### src/rtl/prog_checksum.sv
module prog_checksum #(
  parameter int WORD_W    = 14,
  parameter int SUM_W     = 16,
  parameter int ADDR_W    = 10,
  parameter int LAST_ADDR = 'h3FE,
  parameter int CFG_MASK  = 'h01FF,
  parameter int NIB_W     = 4
) (
  input  logic              clk,
  input  logic              rst_n,
  input  logic              start,
  input  logic              word_valid,
  input  logic [WORD_W-1:0] word_in,
  input  logic [WORD_W-1:0] cfg_word,
  input  logic [WORD_W-1:0] id0,
  input  logic [WORD_W-1:0] id1,
  input  logic [WORD_W-1:0] id2,
  input  logic [WORD_W-1:0] id3,
  input  logic              protect,
  output logic [SUM_W-1:0]  checksum,
  output logic              done
);
  localparam int PACK_W = 4 * NIB_W;
  localparam logic [ADDR_W-1:0] LAST = ADDR_W'(LAST_ADDR);
  localparam logic [SUM_W-1:0]  MASK = SUM_W'(CFG_MASK);

  logic              busy_q, mode_q, done_q;
  logic [ADDR_W-1:0] addr_q;
  logic [SUM_W-1:0]  acc_q, result_q;

  logic              take, last;
  logic [SUM_W-1:0]  addend, acc_next, cfg_part, id_pack, final_sum;
  logic [PACK_W-1:0] nibbles;

  assign take      = busy_q & word_valid;
  assign last      = take & (addr_q == LAST);
  assign addend    = mode_q ? '0 : SUM_W'(word_in);
  assign acc_next  = acc_q + addend;
  assign cfg_part  = SUM_W'(cfg_word) & MASK;
  assign nibbles   = {id0[NIB_W-1:0], id1[NIB_W-1:0], id2[NIB_W-1:0], id3[NIB_W-1:0]};
  assign id_pack   = SUM_W'(nibbles);
  assign final_sum = (mode_q ? id_pack : acc_next) + cfg_part;

  always_ff @(posedge clk or negedge rst_n) begin
    if (!rst_n) begin
      busy_q   <= 1'b0;
      mode_q   <= 1'b0;
      done_q   <= 1'b0;
      addr_q   <= '0;
      acc_q    <= '0;
      result_q <= '0;
    end else if (start) begin
      busy_q   <= 1'b1;
      mode_q   <= protect;
      done_q   <= 1'b0;
      addr_q   <= '0;
      acc_q    <= '0;
      result_q <= '0;
    end else if (take) begin
      addr_q <= addr_q + 1'b1;
      acc_q  <= acc_next;
      if (last) begin
        busy_q   <= 1'b0;
        done_q   <= 1'b1;
        result_q <= final_sum;
      end
    end
  end

  assign checksum = result_q;
  assign done     = done_q;
endmodule

### config.mk
export PLATFORM = sky130hd
export DESIGN_NAME = prog_checksum
export DESIGN_NICKNAME = d
export VERILOG_FILES = /design/src/rtl/prog_checksum.sv
export SDC_FILE = /design/constraint.sdc
export NUM_CORES = 1
export LEC_CHECK = 0
export ABC_AREA = 1
export BUFFER_PORTS_ARGS = -buffer_cell sky130_fd_sc_hd__buf_2
export CAP_MARGIN = 20
export CORE_ASPECT_RATIO = 0.6
export CORE_UTILIZATION = 57
export DETAILED_ROUTE_END_ITERATION = 10
export PLACE_DENSITY = 0.87
export SYNTH_ARGS = -nofsm -noshare
export SYNTH_HDL_FRONTEND = slang
export SYNTH_SLANG_ARGS = --single-unit
export TNS_END_PERCENT = 20
### constraint.sdc
create_clock -name clk -period 8.5 [get_ports clk]
set_input_delay 0.425 -clock clk [delete_from_list [all_inputs] [get_ports clk]]
set_output_delay 0.425 -clock clk [all_outputs]
set_load 0.02 [all_outputs]
==> results of run 1 <==
## area by class of cell
cell class	instances	area (um2)
inverters	90	337.8
flip-flops and latches	45	1126
clock inverters	1	30.03
multi-input cells	385	2128
well taps	84	105.1
clock buffers	7	86.33
repair buffers	64	342.8
fillers	543	1982
## how the worst min path moves through the flow
| stage | startpoint | to | slack (ns) | cells after the start |
|---|---|---|---|---|
| floorplan | rst_n | acc_q[0] | 0.13 | 0 |
| global placement | addr_q[9] | addr_q[9] | 0.46 | 1 |
| detailed placement | addr_q[9] | addr_q[9] | 0.46 | 1 |
| CTS | rst_n | acc_q[4] | 0.33 | 1 |
| global route | rst_n | acc_q[3] | 0.12 | 1 |
| finish | rst_n | acc_q[3] | 0.09 | 1 |
## logic make-up after synthesis
family	after synthesis	synth area share (%)
AO/OA/AOI/OAI	83	12.92
adder cells (fa/ha/maj)	28	10.06
flip-flops	45	31.01
AND/OR/NAND/NOR	265	33.46
buffers and inverters	99	10.37
XOR/XNOR	9	2.171
## synth_stat cells (6+ instances only)
library cell and number:
ha_1 26, o21ai_0 39, nand2_1 147, nand3_2 7
xnor2_1 6, inv_1 85, nand3_1 34, dfrtp_1 45
nor3_1 6, nor2_1 37, nand2_2 14, nor2_2 7
a21oi_1 22
## layer usage
metal | vias to the layer above | GRT usage, %
li1 | 1815 | -
met5 | - | 0
met1 | 1673 | 39.51
met4 | 0 | 6.866
met3 | 21 | 6.224
met2 | 185 | 46.85
## registers in the layout (all words and copies together) (netlist names)
name,cells
busy_q,1
done,1
checksum,16
addr_q,10
mode_q,1
acc_q,16
## critical path, cell delays in order, from the launching register on
cell and delay (ns):
dfrtp_1 0.37, buf_4 0.24, inv_1 0.37, nand2_1 0.19
fa_1 0.48, inv_1 0.11, nand3_1 0.07, nand3_1 0.15
a21oi_1 0.11, xor2_1 0.26, o21ai_0 0.13, ha_1 0.34
inv_1 0.08, nor3_1 0.30, o21ai_0 0.20, nand3_1 0.19
inv_1 0.10, nor2_2 0.17, nand3_1 0.09, nand2_1 0.07
nand3_1 0.07, nand2_1 0.07
## power by group through the flow
stage          Combinational (mW)  Sequential [mW]  Clock [mW]
4_1_cts                     0.216            0.233       0.173
5_1_grt                     0.249            0.235       0.181
3_5_place_dp                0.215            0.238           0
2_1_floorplan               0.158            0.235           0
3_3_place_gp                0.205            0.237           0
6_report                    0.221            0.234       0.172
## per-stage QoR
step	utilization [%]	hold slack [ns]
finish	67.71	0.09115
global route	67.71	0.1220
CTS	67.26	0.3286
detailed placement	65.37	0.4642
global placement	65.37	0.4552
floorplan	-	0.1294
==> results.md, run 1 <==
* Setup WS post-layout at 4.282 ns
* Synth cell types at 38
* Finished Cell Area at 4156 um2
* RSZ-0062 raised after global routing: no
* M1 WL at 4.242 mm
* Power Total at 0.6273 mW
* Place WS at 4.449 ns
* VDD IR max at 0.09327 mV
* CP required at 8.74 ns
* Final period util at 49.63%
* Core area at 6138 um2
* Detail Route met3 WL at 888 um
* CP arrival at 4.46 ns
* Max-cap violations at 0
* Antenna violations before repair at 0
* CP startpoint kind: flip-flop
* Post-DP Area at 4013 um2
* Total GRT Usage at 28.83%
* Setup total negative slack at 0 ns
* Post-synth EDFFs at 0
* Vias/cell at 5.464
* Diodes inserted at 0
* Post-CTS Resized at 0
* Clock transition at path regs at 0.09 ns
* Async set-reset flop share out of synthesis at 100.0%
* Flops & latches, synth at 45
* Comb pwr share at 35.3%
* Starting DRT DRC Count at 253
* Number of port buffers at 60
* First-pass DRT Iterations at 5
* Post-CTS setup buffer count at 0
* Sequential power share at 37.2%
* Pwr Density at 150.9 nW/um2
* Net Switching at 0.2287 mW
* Layout cells sized above 1 at 19.26%
* WL per Instance at 13.63 um
* CTS tree: yes
* Leading area contributor after synthesis: dfrtp_1
* Cts hold-fix bufs at 0
* Internal power at 0.3986 mW
* WS Path Type: flip-flop to flip-flop
* Seq/Total Area, Yosys at 31.01%
* Clock Latency Late Sink at 0.30 ns
* Post-route insts no fill at 676
* Worst-case reg-to-reg path depth at 21
* FF-to-FF End: checksum[15]
* Final min period at 4.218 ns
* Die Ht at 63.83 um
* Hold Path Class: primary input to asynchronous set/reset pin
* FMAX at 0.2371 GHz
* RR Startpoint: mode_q
* Synth Flop Type: dfrtp_1
* Num CTS Buffers at 5
* Num rows at 22
* Area delta synth->final at 14.47%
* Total number of vias at 3694
* Mean Syn Cell Area at 6.864 um2
* Final Skew at 0.007012 ns
* H-Tree Depth at 2
* Starting Density at 59.15%
* Global-route wire length before repair at 15.28 mm
* Synth top area share at 31.01%
* CTS max path bufs at 2
* DP HPWL at 7.220 mm
* Syn Inst Count at 529
* Switching Share at 36.46%
* Synthesized area at 3631 um2
* YS warnings at 0
* R2r setup slk at 4.28 ns
* CTS sink cnt at 45
* Crit path to: checksum[15]
* Final Hold Fails at 0
* Final wirelength at 9.216 mm
* Max-slew headroom at 65.31%
* Outcome: completed
* Metal2 WL at 3.938 mm
* Post-Place Cells at 666
* Top area cells in the synthesized netlist: dfrtp_1 31%, nand2_1 15%, ha_1 9.0%
* Residual DRC at 0
* Final RePlAce weighted congestion at 0.9610
* Top-Level Pins at 106
* Nature of the critical path endpoint: flip-flop
* Most frequent cells in the layout: 147 x nand2_1, 85 x inv_1, 60 x buf_2
* Leak Pwr at 2.330 nW
* Die X at 105.0 um
* Commonest non-fill, non-tap cell in the layout: nand2_1
* Vias in the first global route at 3423
* Post-Syn Nets at 646
* CTS root buf: clkbuf_8
* Max Used Layer: met4
* Crit-path max FO at 36
* Setup crit start: mode_q
* Final #Nets at 708
* Worst-Margin Slew at 0.5204 ns
* ANT nets after route at 0
* Full die area at 6704 um2
* Slew Limit Fails at 0
* Global route total overflow at 0
* # setup viols final at 0
* Clk pwr share at 27.5%
* Largest net degree at the start of global routing at 46
No activity file was read; power rests on OpenSTA's default activity.
==> inputs of run 2 (changes only) <==
--- a/config.mk
+++ b/config.mk
@@ -5,13 +5,13 @@
 export SDC_FILE = /design/constraint.sdc
 export NUM_CORES = 1
 export LEC_CHECK = 0
-export ABC_AREA = 1
+export ABC_AREA = 0
 export BUFFER_PORTS_ARGS = -buffer_cell sky130_fd_sc_hd__buf_2
 export CAP_MARGIN = 20
 export CORE_ASPECT_RATIO = 0.6
-export CORE_UTILIZATION = 57
+export CORE_UTILIZATION = 48
 export DETAILED_ROUTE_END_ITERATION = 10
-export PLACE_DENSITY = 0.87
+export PLACE_DENSITY = 0.78
 export SYNTH_ARGS = -nofsm -noshare
 export SYNTH_HDL_FRONTEND = slang
 export SYNTH_SLANG_ARGS = --single-unit
==> constraint.sdc (replaced) <==
create_clock -name clk -period 3.5 [get_ports clk]
set_input_delay 0.175 -clock clk [delete_from_list [all_inputs] [get_ports clk]]
set_output_delay 0.175 -clock clk [all_outputs]
set_load 0.02 [all_outputs]
==> run 2 against run 1 <==
The flow now finishes with violations (DRC, setup timing); clock-buffer cell count down 1; worst setup slack worse by 4.5 ns; global-route usage down 2.3 points; sequential share of layout area down 2.8 points; flip-flop and latch count unchanged; critical path type unchanged; largest power group is now combinational cells.
==> results.md, run 2 <==
* Final min period at 3.706 ns
* Synth cell types at 57
* Count leader, synth: nand2_1
* Diodes inserted at 0
* Clock transition at path regs at 0.07 ns
* Crit path to: checksum[15]
* Violated checks: DRC, setup timing
* Starting DRT DRC Count at 213
* Worst-case reg-to-reg path depth at 18
* Gr busiest metal: met2
* Total number of vias at 3640
* Setup crit start: mode_q
* Synthesized area at 3598 um2
* Total GRT Usage at 26.50%
* Flops & latches, synth at 45
* ANT nets after route at 0
* Residual DRC at 1
* Footprint of the multi-input gates at 2445 um2
* FMAX at 0.2698 GHz
* Layout cells sized above 1 at 30.22%
* RR Startpoint: mode_q
* Setup WS post-layout at -0.2060 ns
* Vias in the first global route at 3484
* Slew Limit Fails at 0
* WHS at 0.1077 ns
* CTS root buf: clkbuf_16
* CP cell instances: nor2b_1, ha_2, inv_2, fa_2, nor2b_4, o31a_1, or2_4, a21oi_2, xor2_1, o21ai_1, ha_2, nor3_1, o21a_1, o31ai_4, and2_4, nand4_2, or3_1, a31oi_1
* Most frequent CP cell: ha_2
* Clock Latency Late Sink at 0.29 ns
* Outcome: finished with violations
* Max-slew headroom at 46.93%
* CP startpoint kind: flip-flop
* Syn Inst Count at 444
* Die Ht at 69.07 um
* Largest net degree at the start of global routing at 46
* Full die area at 7858 um2
* R2r setup slk at -0.21 ns
* Fin util at 63.84%
* Top area cells in the synthesized netlist: dfrtp_1 31%, ha_1 9.0%, nand2_1 6.1%
* Die X at 113.8 um
* Global route total overflow at 0
* # setup viols final at 6
* DP HPWL at 7.325 mm
* Num CTS Buffers at 5
* RSZ-0062 raised after global routing: yes
* Crit path max-delay family: simple AND/OR/NAND/NOR gates
* Commonest cells post-synth: 58 x nand2_1, 52 x nor2_1, 45 x dfrtp_1, 40 x a21oi_1, 26 x ha_1
* CTS tree: yes
* Pwr Density at 376.7 nW/um2
* Crit-path max FO at 6
* Post-synth EDFFs at 0
* Post-Syn Nets at 561
* Final period util at 105.9%
* Final RePlAce weighted congestion at 0.8782
* Leading area contributor after synthesis: dfrtp_1
* Hold Path Class: primary input to flip-flop
* Leak Pwr at 2.290 nW
* CP arrival at 3.93 ns
* Fill cells at 665
* Number of port buffers at 60
* Synth Flop Type: dfrtp_1
* Worst Path Buf+Inv at 1
* WL per Instance at 15.60 um
* CP required at 3.72 ns
* GR Util met1 at 37.80%
* Commonest non-fill, non-tap cell in the layout: buf_2
* Antenna violations before repair at 0
* Final Hold Fails at 0
* YS warnings at 0
* H-Tree Depth at 2
* Met2 Use GR at 41.53%
* Mean Syn Cell Area at 8.105 um2
* Area delta synth->final at 28.93%
* Worst-Margin Slew at 0.7941 ns
* FF-to-FF End: checksum[15]
* Final wirelength at 10.14 mm
* WS Path Type: flip-flop to flip-flop
* Vias/cell at 5.600
* Max-cap violations at 0
* Num rows at 24
* Routing usage on met3 at 4.749%
* Slowest cell on the critical path: dfrtp_2
* Levels on crit path at 18
* Seq/Total Area, Yosys at 31.29%
* VDD IR max at 0.1895 mV
* Global-route wire length before repair at 16.44 mm
* Async set-reset flop share out of synthesis at 100.0%
* Synth top area share at 31.29%
* CTS max path bufs at 2
* First-pass DRT Iterations at 8
* Nature of the critical path endpoint: flip-flop
* Starting Density at 49.52%
* Slowest stage delay, CP at 0.46 ns
* Most frequent cells in the layout: 60 x buf_2, 57 x nand2_1, 54 x buf_4
* FF+latch area at 1127 um2
* Final #Nets at 662
* CTS sink cnt at 45
* Core area at 7267 um2
* Final Skew at 0.006691 ns
* Top-Level Pins at 106
[run 2: changes by cell type after synthesis, moves of 8 or more]
cell,change
inv_1,-69
xor2_1,+15
nor2b_1,+17
nand3_1,-19
nand2_2,-14
nor2_1,+15
clkbuf_1,+14
o21ai_0,-19
a21oi_1,+18
nand2_1,-89
and3_1,+8
[run 2: power breakdown]
group | total (mW) | internal, mW | leakage, nW | switching [mW]
sequential | 0.559 | 0.540 | 0.612 | 0.0195
combinational | 0.719 | 0.353 | 1.61 | 0.366
clock | 0.469 | 0.263 | 0.0706 | 0.206
total | 1.75 | 1.16 | 2.29 | 0.592
[run 2: how the worst min path moves through the flow]
stage	startpoint	endpoint	slack (ns)	depth (start not counted)
2_1_floorplan	rst_n	acc_q[0]	-0.12	0
3_3_place_gp	rst_n	acc_q[1]	0.30	2
3_5_place_dp	rst_n	acc_q[1]	0.31	2
4_1_cts	protect	mode_q	0.10	3
5_1_grt	protect	mode_q	0.15	3
6_report	protect	mode_q	0.11	3
[run 2: worst reg2reg max path, delay by kind of cell (launching register included)]
kind / cells / cell delay (ns)
xor gates and xnor gates: 1 / 0.16
AOI/OAI and AO/OA: 6 / 1.01
adders and majority gates: 3 / 0.83
and+or+nand+nor: 7 / 1.14
buffers and inverters: 1 / 0.04
DFF: 1 / 0.46
[run 2: area by class of cell]
type | count | share of cell area, %
clock buffer | 6 | 2.778
timing repair buffer | 117 | 15.91
multi-input combinational | 360 | 52.70
sequential | 45 | 24.30
tap | 104 | 2.805
clock inverter | 2 | 0.2157
inverter | 16 | 1.294
[run 2: stage by stage]
step           std cells  area [um2]  worst slack (ns)  setup TNS, ns  power (mW)
5_1_grt              650        4639           -0.3946         -2.096       1.849
6_report             650        4639           -0.2060        -0.9132       1.748
3_5_place_dp         629        4270           -0.3932         -2.222       1.187
2_1_floorplan        444        3623           -0.3744         -1.484      0.9739
4_1_cts              648        4531           -0.1553        -0.7013       1.704
3_3_place_gp         629        4270           -0.2131        -0.9414       1.162
[run 2: cell families (layout without fill, tap and decap cells)]
family          Yosys count  in the layout  synth area share, %
mux                       2              2               0.6258
xor+xnor                 29             29                7.058
buf+inv                  39            141                4.555
simple gates            186            186                24.79
fa+ha+maj                28             28                10.15
compound gates          115            115                21.52
flops                    45             45                31.29
[run 2: what timing repair did]
item                                    4_1_cts  5_1_grt
pin swaps                                    17       12
endpoints found under the setup margin        9       10
buffers inserted                             10        2
hold endpoints to repair                     18        0
hold buffers                                  1        0
resized for setup                            11       20
[run 2: metal layers]
metal	vias to the layer above	part of all wire, %	routed length [um]
met5	-	0	0
met4	0	1.1	114
met3	12	6.2	630
met2	130	45	4524
met1	1740	48	4870
li1	1758	-	-
==> inputs of run 3 (changes only) <==
--- a/config.mk
+++ b/config.mk
@@ -5,10 +5,11 @@
 export SDC_FILE = /design/constraint.sdc
 export NUM_CORES = 1
 export LEC_CHECK = 0
-export ABC_AREA = 0
-export BUFFER_PORTS_ARGS = -buffer_cell sky130_fd_sc_hd__buf_2
+export ABC_AREA = 1
+export BUFFER_PORTS_ARGS = -buffer_cell sky130_fd_sc_hd__buf_4
 export CAP_MARGIN = 20
 export CORE_ASPECT_RATIO = 0.6
+export CORE_MARGIN = 1.5
 export CORE_UTILIZATION = 48
 export DETAILED_ROUTE_END_ITERATION = 10
 export PLACE_DENSITY = 0.78
==> run 3 against run 2 <==
The flow now finishes without violations; critical path depth rose by 3; flip-flop and latch count is the same; global-route usage down 1.5 points; critical path type unchanged; largest cell class unchanged.
==> results.md, run 3 (synthesized netlist as in run 1, its figures left out) <==
* WHS at 0.1232 ns
* Core area at 7297 um2
* Final min period at 3.349 ns
* Max-slew headroom at 59.06%
* CTS sink cnt at 45
* Sequential power share at 32.1%
* Largest net degree at the start of global routing at 46
* Total number of vias at 3732
* Final Skew at 0.009318 ns
* Setup crit start: mode_q
* First-pass DRT Iterations at 6
* RR Startpoint: mode_q
* Net Switching at 0.6174 mW
* Final Hold Fails at 0
* Clk pwr share at 32.1%
* Final RePlAce weighted congestion at 0.9690
* Final period util at 95.68%
* Clock Latency Late Sink at 0.30 ns
* Nature of the critical path endpoint: flip-flop
* Post-DP Area at 4278 um2
* WL per Instance at 13.91 um
* Global route total overflow at 0
* Clock transition at path regs at 0.06 ns
* Most frequent cells in the layout: 146 x nand2_1, 85 x inv_1, 79 x buf_4
* Hold Path Class: primary input to flip-flop
* RSZ-0062 raised after global routing: yes
* VDD IR max at 0.1936 mV
* Layout cells sized above 1 at 24.75%
* Starting DRT DRC Count at 276
* Die Ht at 70.37 um
* Slew Limit Fails at 0
* CTS root buf: clkbuf_16
* Residual DRC at 0
* R2r setup slk at 0.15 ns
* Leak Pwr at 2.499 nW
* Global-route wire length before repair at 15.93 mm
* Number of port buffers at 60
* WS Path Type: flip-flop to flip-flop
* Switching Share at 34.57%
* Num rows at 24
* Vias/cell at 5.227
* Die X at 115.3 um
* Starting Density at 49.76%
* # setup viols final at 0
* CTS tree: yes
* Full die area at 8113 um2
* Internal power at 1.169 mW
* CTS max path bufs at 2
* H-Tree Depth at 2
* Total GRT Usage at 24.99%
* DP HPWL at 7.501 mm
* Vias in the first global route at 3450
* Comb pwr share at 35.8%
* CP arrival at 3.53 ns
* Top-Level Pins at 106
* Final #Nets at 726
* ANT nets after route at 0
* Worst-Margin Slew at 0.6142 ns
* Pwr Density at 383.7 nW/um2
* Max-cap violations at 0
* Outcome: completed
* CP startpoint kind: flip-flop
* FMAX at 0.2986 GHz
* Fill cells at 647
* Area delta synth->final at 28.19%
* Finished Cell Area at 4654 um2
* Final wirelength at 9.935 mm
* Antenna violations before repair at 0
* Crit-path max FO at 23
* Commonest non-fill, non-tap cell in the layout: nand2_1
* Num CTS Buffers at 5
* CP required at 3.68 ns
* Diodes inserted at 0
* Worst Min Path Start: start
-- run 3: area by class of cell --
cell class                 count  area (um2)  share of cell area (%)
tap                          104       130.1                   2.796
sequential                    45        1127                   24.22
inverter                      90       337.8                   7.258
timing repair buffer          82       629.4                   13.52
multi-input combinational    385        2253                   48.41
clock inverter                 2       37.54                  0.8065
clock buffer                   6       138.9                   2.984
-- run 3: final timing paths --
check,depth (start not counted),endpoint
hold / removal,2,done
setup reg to reg,21,checksum[10]
max in group asynchronous,2,mode_q
setup / recovery,21,checksum[10]
hold reg to reg,1,addr_q[9]
min in group asynchronous,2,acc_q[6]
-- run 3: metrics by stage --
step | worst slack [ns] | cells | setup TNS (ns) | power, mW | util, %
global route | -0.1020 | 714 | -0.3658 | 1.885 | 63.79
global placement | 0.09929 | 698 | 0 | 1.120 | 58.62
finish | 0.1513 | 714 | 0 | 1.786 | 63.79
CTS | 0.005175 | 707 | 0 | 1.707 | 61.18
detailed placement | 0.03960 | 698 | 0 | 1.134 | 58.62
floorplan | 0.1752 | 529 | 0 | 0.9562 | -
-- run 3: metal layers --
| metal | GRT usage, % | vias to the layer above | part of all wire [%] |
|---|---|---|---|
| met2 | 38.29 | 130 | 43 |
| li1 | - | 1848 | - |
| met4 | 5.624 | 0 | 0.86 |
| met1 | 36.43 | 1747 | 49 |
| met5 | 0 | - | 0 |
| met3 | 4.861 | 7 | 6.9 |
-- run 3: worst max-delay path, cell delays in order, from the launching register on --
cell     delay [ns]
dfrtp_2        0.46
buf_8          0.17
nor2_1         0.22
ha_4           0.27
nand2_1        0.08
nand3_1        0.11
buf_4          0.16
xnor2_1        0.18
o21ai_0        0.12
ha_1           0.36
nand2_1        0.08
nor2_1         0.12
nor2_2         0.07
inv_1          0.08
nand2_1        0.07
nand2_1        0.07
nand2_1        0.06
nand2_1        0.08
nand2_2        0.08
nor2_4         0.15
nor2_1         0.06
a22o_1         0.18
-- run 3: what timing repair did --
item / CTS / global route
endpoints found under the setup margin: 0 / 9
buffers inserted: 0 / 6
resized for setup: 0 / 35
hold buffers: 1 / 0
hold endpoints to repair: 45 / 0
-- run 3: power groups by stage --
stage	sequential, mW	clock [mW]	combinational (mW)
2_1_floorplan	0.572	0	0.384
3_3_place_gp	0.576	0	0.544
3_5_place_dp	0.579	0	0.555
4_1_cts	0.569	0.576	0.562
5_1_grt	0.578	0.598	0.709
6_report	0.573	0.574	0.639
